`src/rtl/gpio_edge_pkg.sv`:
```
package gpio_edge_pkg;

    localparam int MAX_PINS = 32;
    localparam int BUS_W    = 32;
    localparam int ADDR_W   = 4;

    typedef enum logic [1:0] {
        TRIG_RISE  = 2'd0,
        TRIG_FALL  = 2'd1,
        TRIG_BOTH  = 2'd2,
        TRIG_LEVEL = 2'd3
    } trig_e;

    typedef enum logic [1:0] {
        REG_DATA = 2'd0,
        REG_DIR  = 2'd1,
        REG_MASK = 2'd2,
        REG_CAP  = 2'd3
    } reg_sel_e;

    function automatic reg_sel_e decode_sel(input logic [ADDR_W-1:0] addr);
        return reg_sel_e'(addr[3:2]);
    endfunction

    function automatic logic trig_is_edge(input trig_e t);
        return t != TRIG_LEVEL;
    endfunction

endpackage

```
`src/rtl/gpio_sync.sv`:
```
module gpio_sync #(
    parameter int W      = 32,
    parameter int STAGES = 2
) (
    input  logic         clk,
    input  logic         rst,
    input  logic [W-1:0] din,
    output logic [W-1:0] dout
);
    logic [W-1:0] stg [STAGES];

    always_ff @(posedge clk) begin
        if (rst) stg[0] <= '0;
        else     stg[0] <= din;
    end

    for (genvar s = 1; s < STAGES; s++) begin : g_stage
        always_ff @(posedge clk) begin
            if (rst) stg[s] <= '0;
            else     stg[s] <= stg[s-1];
        end
    end

    assign dout = stg[STAGES-1];
endmodule

```
`src/rtl/gpio_edge_det.sv`:
```
module gpio_edge_det
    import gpio_edge_pkg::*;
#(
    parameter int    W       = 32,
    parameter trig_e TRIGGER = TRIG_BOTH
) (
    input  logic         clk,
    input  logic         rst,
    input  logic [W-1:0] din,
    output logic [W-1:0] evt
);
    logic [W-1:0] prev_q;

    always_ff @(posedge clk) begin
        if (rst) prev_q <= '0;
        else     prev_q <= din;
    end

    if (TRIGGER == TRIG_RISE) begin : g_rise
        assign evt = din & ~prev_q;
    end else if (TRIGGER == TRIG_FALL) begin : g_fall
        assign evt = ~din & prev_q;
    end else if (TRIGGER == TRIG_BOTH) begin : g_both
        assign evt = din ^ prev_q;
    end else begin : g_level
        assign evt = '0;
    end
endmodule

```
`src/rtl/gpio_capture.sv`:
```
module gpio_capture #(
    parameter int W = 32
) (
    input  logic         clk,
    input  logic         rst,
    input  logic [W-1:0] set_vec,
    input  logic         clr_en,
    input  logic [W-1:0] clr_vec,
    output logic [W-1:0] cap
);
    logic [W-1:0] clr_eff;
    logic [W-1:0] cap_d;

    always_comb begin
        clr_eff = clr_en ? clr_vec : '0;
        // a fresh edge outranks a clear landing in the same cycle
        cap_d   = (cap & ~clr_eff) | set_vec;
    end

    always_ff @(posedge clk) begin
        if (rst) cap <= '0;
        else     cap <= cap_d;
    end

    a_r8_set_wins: assert property (@(posedge clk) disable iff (rst)
        (set_vec != '0) |=> ((cap & $past(set_vec)) == $past(set_vec)));

    a_r7_clear_by_one: assert property (@(posedge clk) disable iff (rst)
        clr_en |=> ((cap & $past(clr_vec) & ~$past(set_vec)) == '0));

    a_r7_set_only_on_edge: assert property (@(posedge clk) disable iff (rst)
        1'b1 |=> ((cap & ~$past(cap) & ~$past(set_vec)) == '0));
endmodule

```
`src/rtl/gpio_edge_top.sv`:
```
module gpio_edge_top
    import gpio_edge_pkg::*;
#(
    parameter int    NPINS       = 32,
    parameter trig_e TRIGGER     = TRIG_BOTH,
    parameter int    SYNC_STAGES = 2
) (
    input  logic              clk,
    input  logic              rst,
    input  logic [ADDR_W-1:0] bus_addr,
    input  logic              bus_wr,
    input  logic [BUS_W-1:0]  bus_wdata,
    output logic [BUS_W-1:0]  bus_rdata,
    input  logic [NPINS-1:0]  pad_in,
    output logic [NPINS-1:0]  pad_out,
    output logic [NPINS-1:0]  pad_oe,
    output logic              irq
);
    localparam logic IS_EDGE = trig_is_edge(TRIGGER);

    reg_sel_e         sel;
    logic [NPINS-1:0] wr_val;
    logic [NPINS-1:0] dout_q, dir_q, mask_q;
    logic [NPINS-1:0] sync_in, evt, cap;
    logic             cap_clr;

    assign sel     = decode_sel(bus_addr);
    assign wr_val  = bus_wdata[NPINS-1:0];
    assign cap_clr = bus_wr && (sel == REG_CAP);

    gpio_sync #(.W(NPINS), .STAGES(SYNC_STAGES)) u_sync (
        .clk(clk), .rst(rst), .din(pad_in), .dout(sync_in)
    );

    gpio_edge_det #(.W(NPINS), .TRIGGER(TRIGGER)) u_edge (
        .clk(clk), .rst(rst), .din(sync_in), .evt(evt)
    );

    gpio_capture #(.W(NPINS)) u_cap (
        .clk(clk), .rst(rst), .set_vec(evt),
        .clr_en(cap_clr), .clr_vec(wr_val), .cap(cap)
    );

    always_ff @(posedge clk) begin
        if (rst) begin
            dout_q <= '0;
            dir_q  <= '0;
            mask_q <= '0;
        end else if (bus_wr) begin
            case (sel)
                REG_DATA: dout_q <= wr_val;
                REG_DIR:  dir_q  <= wr_val;
                REG_MASK: mask_q <= wr_val;
                default:  ;
            endcase
        end
    end

    always_comb begin
        bus_rdata = '0;
        case (sel)
            REG_DATA: bus_rdata[NPINS-1:0] = sync_in;
            REG_DIR:  bus_rdata[NPINS-1:0] = dir_q;
            REG_MASK: bus_rdata[NPINS-1:0] = mask_q;
            REG_CAP:  bus_rdata[NPINS-1:0] = cap;
            default:  bus_rdata = '0;
        endcase
    end

    assign pad_out = dout_q;
    assign pad_oe  = dir_q;

    if (IS_EDGE) begin : g_irq_edge
        assign irq = |(cap & mask_q);
        a_r9_irq_from_capture: assert property (@(posedge clk) disable iff (rst)
            irq |-> (cap != '0));
    end else begin : g_irq_level
        assign irq = |(sync_in & mask_q);
        a_r10_capture_idle: assert property (@(posedge clk) disable iff (rst)
            cap == '0);
    end

    a_r9_irq_needs_mask: assert property (@(posedge clk) disable iff (rst)
        irq |-> (mask_q != '0));

    a_r2_oe_follows_write: assert property (@(posedge clk) disable iff (rst)
        (bus_wr && sel == REG_DIR) |=> (pad_oe == $past(bus_wdata[NPINS-1:0])));

    a_r3_out_follows_write: assert property (@(posedge clk) disable iff (rst)
        (bus_wr && sel == REG_DATA) |=> (pad_out == $past(bus_wdata[NPINS-1:0])));

    a_r11_upper_zero: assert property (@(posedge clk) disable iff (rst)
        (64'(bus_rdata) >> NPINS) == 64'd0);
endmodule

```
`config.mk`:
```
export PLATFORM = sky130hd
export DESIGN_NAME = gpio_edge_top
export DESIGN_NICKNAME = d
export VERILOG_FILES = /design/src/rtl/gpio_edge_pkg.sv /design/src/rtl/gpio_sync.sv /design/src/rtl/gpio_edge_det.sv /design/src/rtl/gpio_capture.sv /design/src/rtl/gpio_edge_top.sv
export SDC_FILE = /design/constraint.sdc
export NUM_CORES = 1
export LEC_CHECK = 0
export BUFFER_PORTS_ARGS = -buffer_cell sky130_fd_sc_hd__clkbuf_2
export CAP_MARGIN = 10
export CORE_AREA = 5 5 173 175
export CTS_CLUSTER_DIAMETER = 200
export DETAILED_ROUTE_END_ITERATION = 10
export DIE_AREA = 0 0 178 180
export HOLD_SLACK_MARGIN = 0.02
export PLACE_DENSITY = 0.51
export SYNTH_ARGS = -nofsm -noshare
export SYNTH_HDL_FRONTEND = slang
export SYNTH_SLANG_ARGS = --single-unit
```
`constraint.sdc`:
```
create_clock -name clk -period 1.4 [get_ports clk]
set_input_delay 0.07 -clock clk [delete_from_list [all_inputs] [get_ports clk]]
set_output_delay 0.07 -clock clk [all_outputs]
set_load 0.02 [all_outputs]
```
# After elaboration in Yosys (flattened, before gate mapping)
# Memories as Yosys holds them, arrays and structs flattened.
# Index checks and enable logic that the tools add are counted.
[word_totals] register_bits=160 mem_bits_rw=64 mem_count=1
[memory_table] memory="u_sync.stg" words=2 width=32 read_ports=2 rd_clocked_by_memory_dff=0 write_ports=2 line="gpio_sync.sv:10" rtl="logic [W-1:0] stg [STAGES];"
[classes] n_mux=7 reduce_logical=6 n_eq_ne=3 bitwise=7
[op_table] cell="one-hot mux 32 bit (4 select lines)" count=1
[op_table] cell="two-way mux 32 bit" count=3
[op_table] cell="bitwise AND 32 bit" count=2
[op_table] cell="NOT 32 bit" count=1
[op_table] cell="OR 32 bit" count=1
[op_table] cell="OR reduction 32 bit" count=1
[op_table] cell="XOR 32 bit" count=1
[op_table] cell="AND reduction 2 bit" count=3
[op_table] cell="equality test 2 bit, second input constant" count=2
[op_table] cell="two-way mux 1 bit" count=3
[op_table] cell="equality test 2 x 1 -> 1 bit, second input constant" count=1
[op_table] cell="zero test 2 bit" count=1
[op_table] cell="OR 1 bit" count=2
[op_table] cell="logical AND 1 bit" count=1

# Logic depth before layout (Yosys ltp)
# Gate-level depths: netlist (run 1).
[depth] depth_word=6 mapped_depth=6 depth_no_buf=3

# Cells and area by module
# From an unflattened synthesis (run 1), not the netlist that was laid out.
[hier_totals] cells_unflattened=852 hier_area_um2=8961.1
[by_module_without_submodules] module="gpio_edge_top" seq_area_each_um2=1921.8 n_inst=1 area_each_um2=4483.0 cells_per_inst=484
[by_module_without_submodules] module="gpio_sync" seq_area_each_um2=1281.2 n_inst=1 area_each_um2=1918.1 cells_per_inst=135
[by_module_without_submodules] module="gpio_capture" seq_area_each_um2=640.6 n_inst=1 area_each_um2=1416.4 cells_per_inst=134
[by_module_without_submodules] module="gpio_edge_det" seq_area_each_um2=640.6 n_inst=1 area_each_um2=1143.6 cells_per_inst=99

# Least setup slack after synthesis (run 1)
# OpenSTA, ideal clock, no wires.
[synth_path] path_kind="reg-to-output" startpoint="reg u_cap.cap[23]" endpoint="out irq" arrival_ns=1.191 path_slack_ns=0.139 required_time_ns=1.330 stages_incl_launch_ff=4 n_path_buf=0 cell_sequence="dfxtp_1 a22oi_1 nand4_1 or4_1"
[synth_between] elab_chain_len=2
[synth_rtl] element="start, declared" line="gpio_capture.sv:9" rtl="output logic [W-1:0] cap"
[synth_rtl] element="start signal, assigned" line="gpio_capture.sv:22" rtl="else cap <= cap_d;"
[synth_rtl] element="bitwise AND 32 bit" line="gpio_edge_top.sv:74" rtl="assign irq = |(cap & mask_q);"
[synth_rtl] element="OR reduction 32 bit" line="gpio_edge_top.sv:74"
[synth_rtl] element="end, declared" line="gpio_edge_top.sv:17" rtl="output logic irq"
# No other way between the ends.

# Worst setup path after layout (run 1)
[layout_path] startpoint="reg mask_q[25]" endpoint="out irq"
[layout_between] elab_chain_len=2
[layout_rtl] element="start, declared" line="gpio_edge_top.sv:23" rtl="logic [NPINS-1:0] dout_q, dir_q, mask_q;"
[layout_rtl] element="start signal, assigned" line="gpio_edge_top.sv:53" rtl="REG_MASK: mask_q <= wr_val;"
[layout_rtl] element="bitwise AND 32 bit" line="gpio_edge_top.sv:74"
[layout_rtl] element="OR reduction 32 bit" line="gpio_edge_top.sv:74"
# No other way between the ends.

==> results.rst, run 1 <==
.. list-table::
   :header-rows: 1

   * - Metric
     - Value
   * - Post-synth ARST share
     - 0%
   * - Number of levels the H-tree was split into
     - 1
   * - Classification of the worst setup path
     - flop to output pin
   * - Type of element capturing the critical path
     - output pin
   * - Count of maximum capacitance violations
     - 0
   * - Post-Route WL
     - 26370 um
   * - Synth Flop Type
     - sky130_fd_sc_hd__dfxtp_1
   * - I/O pin cnt
     - 168
   * - Die area
     - 32040 sq um
   * - Reported leakage power
     - 4.901 nW
   * - HP Class
     - input pin to flop
   * - Worst endpoint required time
     - 1.33 ns
   * - Largest net degree at the start of global routing
     - 68
   * - Syn-to-layout area delta
     - 46.17%
   * - Root cell of the clock tree
     - sky130_fd_sc_hd__clkbuf_16
   * - Highest net fanout along the worst path
     - 2
   * - Max-slew headroom at the worst pin
     - 79.47%
   * - Unrepaired setup endpoints after global routing
     - yes
   * - CTS max path bufs
     - 3
   * - Width of the die
     - 178 um
   * - Number of vias after detailed routing
     - 6765
   * - Relative contribution of the clock network to total power
     - 42.4%
   * - Status
     - finished with violations
   * - Final-layout worst hold slack
     - 0.2869 ns
   * - Synth top area share
     - 53.86%
   * - Summed area of non-filler cells in the final layout
     - 12170 sq um
   * - Power per cell area
     - 1232 nW/um^2
   * - Count of flip-flops with a built-in enable after synthesis
     - 0
   * - TritonCTS Buffers
     - 26
   * - Starting density of the core
     - 29.40%
   * - Violations in the final reports
     - negative setup slack
   * - Count of warnings emitted by yosys
     - 0
   * - DRC viols
     - 0
   * - Share of the clock period used by the worst path
     - 144.8%
   * - Number of antenna violations at the first check in global routing
     - 1
   * - Clock slew at reported path FFs
     - 0.06 ns
   * - Hold Vio Cnt, Final
     - 0
   * - Maximum achievable frequency
     - 493.2 MHz
   * - Post-route setup slack
     - -0.6276 ns
   * - Mean Syn Cell Area
     - 9.760 sq um
   * - Post-synthesis register bit count
     - 224
   * - Fraction of the mapped netlist area in simple logic gates
     - 17.39%
   * - Depth of the worst hold-timing path
     - 6
   * - Fraction of power spent switching nets
     - 23.98%
   * - Final #Nets
     - 1212
   * - Area contributors post-synth
     - sky130_fd_sc_hd__dfxtp_1 54%, sky130_fd_sc_hd__mux4_2 8.7%, sky130_fd_sc_hd__nand2_1 8.2%, sky130_fd_sc_hd__a21oi_1 7.7%, sky130_fd_sc_hd__nor2b_1 7.2%
   * - Final non-filler cell total
     - 1542
   * - Sequential-to-total area share from yosys stat
     - 53.86%
   * - Post-synthesis adder-cell area fraction
     - 0%
   * - Number of DRC markers in iteration 0
     - 384
   * - Peak ir drop on the vdd network
     - 0.9477 mV
   * - Post-synth design cell area
     - 8325 sq um
   * - FF-to-FF setup slack
     - 0.54 ns
   * - Share of the synthesized area in compound gates (AO/OA/AOI/OAI)
     - 11.06%
   * - Overall die height
     - 180 um
   * - Mapped Nets
     - 924
   * - Transition time at the pin with the least slew margin
     - 0.3080 ns
   * - HPWL after DPL
     - 17840 um
   * - WP data arrival
     - 1.96 ns
   * - Placed Cells incl. Taps
     - 1423
   * - Layout cells sized above 1
     - 33.97%
   * - Multi-input gate area in the final layout
     - 3408 sq um
   * - Multiplexer share of the synthesized area
     - 8.656%
   * - Routability Congestion
     - 0.8026
   * - Cell taking the most area after synthesis
     - sky130_fd_sc_hd__dfxtp_1
   * - Post-Route Utilization
     - 42.98%
   * - Area share of xor/xnor cells in the synthesized design
     - 3.366%
   * - Routed length per placed instance
     - 17.10 um
   * - Placement Cell Area
     - 10020 sq um
   * - Most used standard cells in the synthesized netlist
     - 224 x sky130_fd_sc_hd__dfxtp_1, 181 x sky130_fd_sc_hd__nand2_1, 128 x sky130_fd_sc_hd__a21oi_1, 96 x sky130_fd_sc_hd__nor2b_1
   * - Total of buffers placed on input and output ports
     - 165
   * - Rows
     - 62
   * - Cell variety after synth
     - 23
   * - Combinational share of power
     - 11.9%
   * - Synthesized instance count
     - 853
   * - First-pass GRT wire length
     - 40700 um
   * - Internal power
     - 11.39 mW
   * - Overall power after layout
     - 14.99 mW
   * - Net switching power
     - 3.593 mW
   * - Clock latency at the later pin of the worst-skew pair
     - 0.52 ns
   * - Via count normalized by instance count
     - 4.387
   * - Filler Cells Inserted
     - 2753
   * - Critical path startpoint category
     - flop
   * - Placeable core area
     - 28310 sq um
   * - Tmin final
     - 2.028 ns
   * - Remaining antenna violation count
     - 0
   * - Final count of pins violating max slew
     - 0
   * - Number of global-route vias before repair
     - 6843
   * - Dominant combinational cell family by area after synthesis
     - simple AND/OR/NAND/NOR gates
   * - Pre-Repair DR Iteration Count
     - 4
   * - CTS tree
     - yes
   * - Worst reg2reg path depth
     - 3
   * - Remaining global-route overflow
     - 0
   * - Clock Sink Count
     - 224
   * - Final setup violation count
     - 33
   * - Sequential standard cell area
     - 4553 sq um
   * - Worst Skew
     - 0.009217 ns
   * - Share of total power in sequential cells
     - 45.7%
   * - Most frequent cell after synthesis
     - sky130_fd_sc_hd__dfxtp_1
   * - GRT Util Overall
     - 16.19%
critical path: stages (launching register included):
cell	delay [ns]
sky130_fd_sc_hd__dfxtp_2	0.33
sky130_fd_sc_hd__a22oi_2	0.23
sky130_fd_sc_hd__nand4_1	0.15
sky130_fd_sc_hd__or4_4	0.58
sky130_fd_sc_hd__buf_8	0.15
kinds of logic after synthesis:
kind of cell           count (synthesis)
AO/OA/AOI/OAI                        176
XOR/XNOR                              32
buffers and inverters                 89
flip-flops                           224
multiplexers                          32
AND/OR/NAND/NOR                      300
metrics by stage:
stage	setup TNS, ns	worst slack [ns]
after detailed placement	-0.2238	-0.2238
after floorplan	0	0.1386
final	-9.376	-0.6276
after global routing	-10.70	-0.6812
after global placement	-0.2362	-0.2362
after CTS	-10.49	-0.6671
sequential cells by signal, indices dropped and copies added, names as in the netlist:
register and count:
mask_q 32, pad_oe 32, pad_out 32, u_cap.cap 32
u_edge.prev_q 32, u_sync.stg 64
path summary, 6_finish.rpt:
kind                                                   start                            to
worst max register to register        mask_q[3]$_SDFFE_PP0P_        mask_q[3]$_SDFFE_PP0P_
worst min-delay path                                  bus_wr       mask_q[17]$_SDFFE_PP0P_
worst min register to register  u_sync.stg[0][13]$_SDFF_PP0_  u_sync.stg[1][13]$_SDFF_PP0_
worst max-delay path                 mask_q[25]$_SDFFE_PP0P_                           irq
layout make-up:
cell class,instances,area share [%]
clock inverter,3,0.1234
sequential,224,37.42
clock buffer,41,6.477
tap,384,3.948
timing repair buffer,317,23.02
antenna,1,0.02056
inverter,32,0.9870
multi-input combinational,540,28.01
placed cells by master (no fill, tap or decap), types with 2 or more instances in the layout:
| cell | instances |
|---|---|
| sky130_fd_sc_hd__nand2_1 | 181 |
| sky130_fd_sc_hd__a21oi_1 | 128 |
| sky130_fd_sc_hd__xnor2_1 | 32 |
| sky130_fd_sc_hd__nand4_1 | 4 |
| sky130_fd_sc_hd__nor2b_1 | 96 |
| sky130_fd_sc_hd__buf_6 | 50 |
| sky130_fd_sc_hd__clkinv_2 | 3 |
| sky130_fd_sc_hd__a22oi_1 | 9 |
| sky130_fd_sc_hd__dfxtp_2 | 55 |
| sky130_fd_sc_hd__o21ai_0 | 32 |
| sky130_fd_sc_hd__buf_8 | 31 |
| sky130_fd_sc_hd__mux4_2 | 32 |
| sky130_fd_sc_hd__buf_12 | 12 |
| sky130_fd_sc_hd__clkbuf_8 | 7 |
| sky130_fd_sc_hd__inv_1 | 32 |
| sky130_fd_sc_hd__clkbuf_1 | 8 |
| sky130_fd_sc_hd__dfxtp_1 | 169 |
| sky130_fd_sc_hd__buf_4 | 23 |
| sky130_fd_sc_hd__nand2_2 | 11 |
| sky130_fd_sc_hd__clkbuf_2 | 130 |
| sky130_fd_sc_hd__nand3b_1 | 2 |
| sky130_fd_sc_hd__dlygate4sd3_1 | 69 |
| sky130_fd_sc_hd__clkbuf_16 | 27 |
| sky130_fd_sc_hd__a22oi_2 | 7 |
power by group through the flow:
| stage | clock network, mW | registers (mW) | logic [mW] |
|---|---|---|---|
| after floorplan | 0 | 6.98 | 0.734 |
| after global placement | 0 | 6.94 | 1.44 |
| after detailed placement | 0 | 6.95 | 1.44 |
| after CTS | 6.56 | 6.85 | 1.75 |
| after global routing | 6.85 | 6.88 | 1.91 |
| final | 6.36 | 6.85 | 1.78 |
timing repair:
item | CTS | global route
pin swaps | 2 | 3
endpoints found under the setup margin | 33 | 33
gates resized for setup | 171 | 49
setup buffers | 5 | 14
hold endpoints to repair | 160 | 0
hold buffers | 69 | 0
metal layers:
layer / vias to the layer above / wire length [um] / global-route usage (%)
li1: 3386 / - / -
met1: 3186 / 12100 / 21.87
met2: 156 / 12340 / 26.72
met3: 37 / 1272 / 2.689
met4: 0 / 649 / 4.548
met5: - / 0 / 0
Note: power is estimated with default switching activity, not from simulation.
==> run 2, diff against run 1 <==
--- a/config.mk
+++ b/config.mk
@@ -7,12 +7,12 @@
 export LEC_CHECK = 0
 export BUFFER_PORTS_ARGS = -buffer_cell sky130_fd_sc_hd__clkbuf_2
 export CAP_MARGIN = 10
-export CORE_AREA = 5 5 173 175
+export CORE_AREA = 5 5 136 138
 export CTS_CLUSTER_DIAMETER = 200
 export DETAILED_ROUTE_END_ITERATION = 10
-export DIE_AREA = 0 0 178 180
+export DIE_AREA = 0 0 141 143
 export HOLD_SLACK_MARGIN = 0.02
-export PLACE_DENSITY = 0.51
+export PLACE_DENSITY = 0.75
 export SYNTH_ARGS = -nofsm -noshare
 export SYNTH_HDL_FRONTEND = slang
 export SYNTH_SLANG_ARGS = --single-unit
==> results.rst, run 2 (synthesis gave the netlist of run 1 again) <==
.. list-table::
   :header-rows: 1

   * - Metric
     - Value
   * - Tmin final
     - 1.942 ns (-0.08522 ns)
   * - Filler Cells Inserted
     - 1255 (-54%)
   * - Number of DRC markers in iteration 0
     - 779 (+100%)
   * - Clock Sink Count
     - 224 (unchanged)
   * - Cells along the critical path
     - a22oi_2 -> nand4_1 -> or4_1 -> clkbuf_8
   * - Remaining global-route overflow
     - 0 (unchanged)
   * - FF-to-FF setup slack
     - 0.48 ns (-0.06 ns)
   * - Crit path largest cell delay
     - 0.54 ns (-0.04 ns)
   * - HP Class
     - input pin to flop
   * - Share of the clock period used by the worst path
     - 138.7% (-6.1 points)
   * - HPWL after DPL
     - 15600 um (-13%)
   * - Power per cell area
     - 1275 nW/um^2 (+3.5%)
   * - Overall power after layout
     - 14.90 mW (-0.55%)
   * - First-pass GRT wire length
     - 37820 um (-7.1%)
   * - Starting density of the core
     - 48.81% (+19 points)
   * - Number of levels the H-tree was split into
     - 1 (unchanged)
   * - Remaining antenna violation count
     - 0 (unchanged)
   * - CTS tree
     - yes
   * - Violations in the final reports
     - negative setup slack
   * - Count of maximum capacitance violations
     - 0 (unchanged)
   * - Slowest-stage cell, CP
     - sky130_fd_sc_hd__or4_1
   * - Worst Skew
     - 0.009508 ns (+0.0002911 ns)
   * - Critical path startpoint category
     - flop
   * - Met1 Wirelength
     - 10020 um (-17%)
   * - Number of antenna violations at the first check in global routing
     - 0 (-1)
   * - Highest net fanout along the worst path
     - 2 (unchanged)
   * - I/O pin cnt
     - 168 (unchanged)
   * - Reported leakage power
     - 4.767 nW (-2.7%)
   * - Die area
     - 20160 sq um (-37%)
   * - Most frequent cells in the layout
     - 181 x sky130_fd_sc_hd__nand2_1, 151 x sky130_fd_sc_hd__dfxtp_1, 131 x sky130_fd_sc_hd__clkbuf_2
   * - Multi-input gate area in the final layout
     - 3400 sq um (-0.26%)
   * - Buffer and inverter count on the worst path
     - 1 (unchanged)
   * - Type of element capturing the critical path
     - output pin
   * - Classification of the worst setup path
     - flop to output pin
   * - CTS max path bufs
     - 3 (unchanged)
   * - WP data arrival
     - 1.87 ns (-0.09 ns)
   * - Top register by number of flip-flops
     - u_sync.stg
   * - Routed length per placed instance
     - 17.79 um (+4.0%)
   * - Transition time at the pin with the least slew margin
     - 0.3367 ns (+0.02870 ns)
   * - Rows
     - 48 (-23%)
   * - Overall die height
     - 143 um (-21%)
   * - Startpoint of the worst register-to-register path
     - u_sync.stg[1][23]$_SDFF_PP0_
   * - Routability Congestion
     - 0.8199 (+2.2%)
   * - Root cell of the clock tree
     - sky130_fd_sc_hd__clkbuf_16
   * - Destination of the worst hold path
     - mask_q[9]$_SDFFE_PP0P_
   * - Most frequent standard cell in the layout excluding fill and tap cells
     - sky130_fd_sc_hd__nand2_1
   * - Worst reg2reg path depth
     - 3 (unchanged)
   * - Placeable core area
     - 17060 sq um (-40%)
   * - Layout cells sized above 1
     - 34.42% (+0.45 points)
   * - Post-Route WL
     - 24150 um (-8.4%)
   * - Max-slew headroom at the worst pin
     - 77.55% (-1.9 points)
   * - Maximum achievable frequency
     - 514.8 MHz (+4.4%)
   * - Clock slew at reported path FFs
     - 0.06 ns (about the same)
   * - Diodes inserted
     - 0 (-1)
   * - Final #Nets
     - 1188 (-2.0%)
   * - DRC viols
     - 0 (unchanged)
   * - Width of the die
     - 141 um (-21%)
   * - GRT Util Overall
     - 23.31% (+7.1 points)
   * - Highest routed layer
     - met4
   * - Peak ir drop on the vdd network
     - 1.117 mV (+18%)
   * - Largest net degree at the start of global routing
     - 50 (-26%)
   * - Hold Vio Cnt, Final
     - 0 (unchanged)
   * - Via count normalized by instance count
     - 5.163 (+18%)
   * - Placed Cells incl. Taps
     - 1239 (-13%)
   * - Final-layout worst hold slack
     - 0.2098 ns (-0.07714 ns)
   * - Routed wire length on met2
     - 11630 um (-5.8%)
   * - Unrepaired setup endpoints after global routing
     - yes
   * - Final non-filler cell total
     - 1358 (-12%)
   * - Startpoint of the most critical hold path
     - bus_wr
   * - Total of buffers placed on input and output ports
     - 165 (unchanged)
   * - Status
     - finished with violations
   * - Number of global-route vias before repair
     - 7032 (+2.8%)
   * - Number of vias after detailed routing
     - 7012 (+3.7%)
   * - Pre-Repair DR Iteration Count
     - 5 (+1)
   * - Largest register FFs
     - 64 (unchanged)
   * - Crit path max-delay family
     - simple AND/OR/NAND/NOR gates
   * - Detail Route met3 WL
     - 1733 um (+36%)
   * - Reg2reg end
     - u_cap.cap[23]$_SDFF_PP0_
   * - Syn-to-layout area delta
     - 40.43%
   * - Final count of pins violating max slew
     - 0 (unchanged)
   * - Clock latency at the later pin of the worst-skew pair
     - 0.50 ns (-0.02 ns)
   * - Final setup violation count
     - 33 (unchanged)
   * - Post-route setup slack
     - -0.5424 ns (+0.08522 ns)
   * - Sequential standard cell area
     - 4583 sq um (+0.66%)
   * - Depth of the worst hold-timing path
     - 4 (-2)
   * - TritonCTS Buffers
     - 23 (-12%)
   * - Worst endpoint required time
     - 1.33 ns (about the same)
   * - Post-Route Utilization
     - 68.54% (+26 points)
==> run 2: changes by cell type in the layout (fill, tap and decap cells not counted), sizes merged <==
cell,change
buf,-23
clkbuf,-4
bufinv,+2
diode,-1
inv,+1
==> run 2: worst reg2reg max path: cells and delay by family, from the launching register on <==
kind	cells	cell delay (ns)
buffers and inverters	1	0.13
XOR/XNOR	1	0.23
AO/OA/AOI/OAI	1	0.12
flip-flops	1	0.33
==> run 2: where the power goes <==
part | internal [mW] | switching (mW) | leakage [nW]
Combinational | 0.845 | 0.834 | 2.50
Clock | 3.91 | 2.47 | 0.402
Sequential | 6.66 | 0.186 | 1.86
==> run 2: cell type report <==
| type | instances | area share [%] |
|---|---|---|
| inverters | 32 | 1.027 |
| flip-flops and latches | 224 | 39.20 |
| clock buffers | 35 | 6.164 |
| well taps | 225 | 2.408 |
| clock inverters | 6 | 0.7170 |
| multi-input cells | 540 | 29.08 |
| repair buffers | 296 | 21.40 |
==> run 2: layer usage <==
| metal | track usage (%) | vias up |
|---|---|---|
| li1 | - | 3344 |
| met1 | 30.42 | 3331 |
| met2 | 39.82 | 286 |
| met3 | 4.119 | 51 |
| met4 | 7.139 | 0 |
| met5 | 0 | - |
==> run 2: worst max path at each step <==
stage / startpoint / to / slack, ns / depth (start not counted)
floorplan: u_cap.cap[23]$_SDFF_PP0_ / irq / 0.14 / 3
global placement: u_cap.cap[25]$_SDFF_PP0_ / irq / -0.08 / 4
detailed placement: u_cap.cap[26]$_SDFF_PP0_ / irq / -0.09 / 4
CTS: mask_q[25]$_SDFFE_PP0P_ / irq / -0.57 / 4
global route: mask_q[26]$_SDFFE_PP0P_ / irq / -0.59 / 4
finish: mask_q[25]$_SDFFE_PP0P_ / irq / -0.54 / 4
==> run 2: metrics by stage <==
stage               worst slack (ns)  setup TNS [ns]  area [sq um]
finish                       -0.5424          -6.840         11690
global placement            -0.08048        -0.08048          9585
detailed placement          -0.09055        -0.09055          9585
global route                 -0.5935          -7.804         11690
floorplan                     0.1386               0          8325
CTS                          -0.5674          -7.282         11610
==> run 2: repair_timing <==
action / in CTS / in global routing
hold buffers: 69 / 0
hold endpoints to repair: 165 / 0
setup endpoints to repair: 33 / 33
setup buffers: 14 / 4
cloned: 0 / 0
pin swaps: 1 / 2
gates resized for setup: 151 / 57
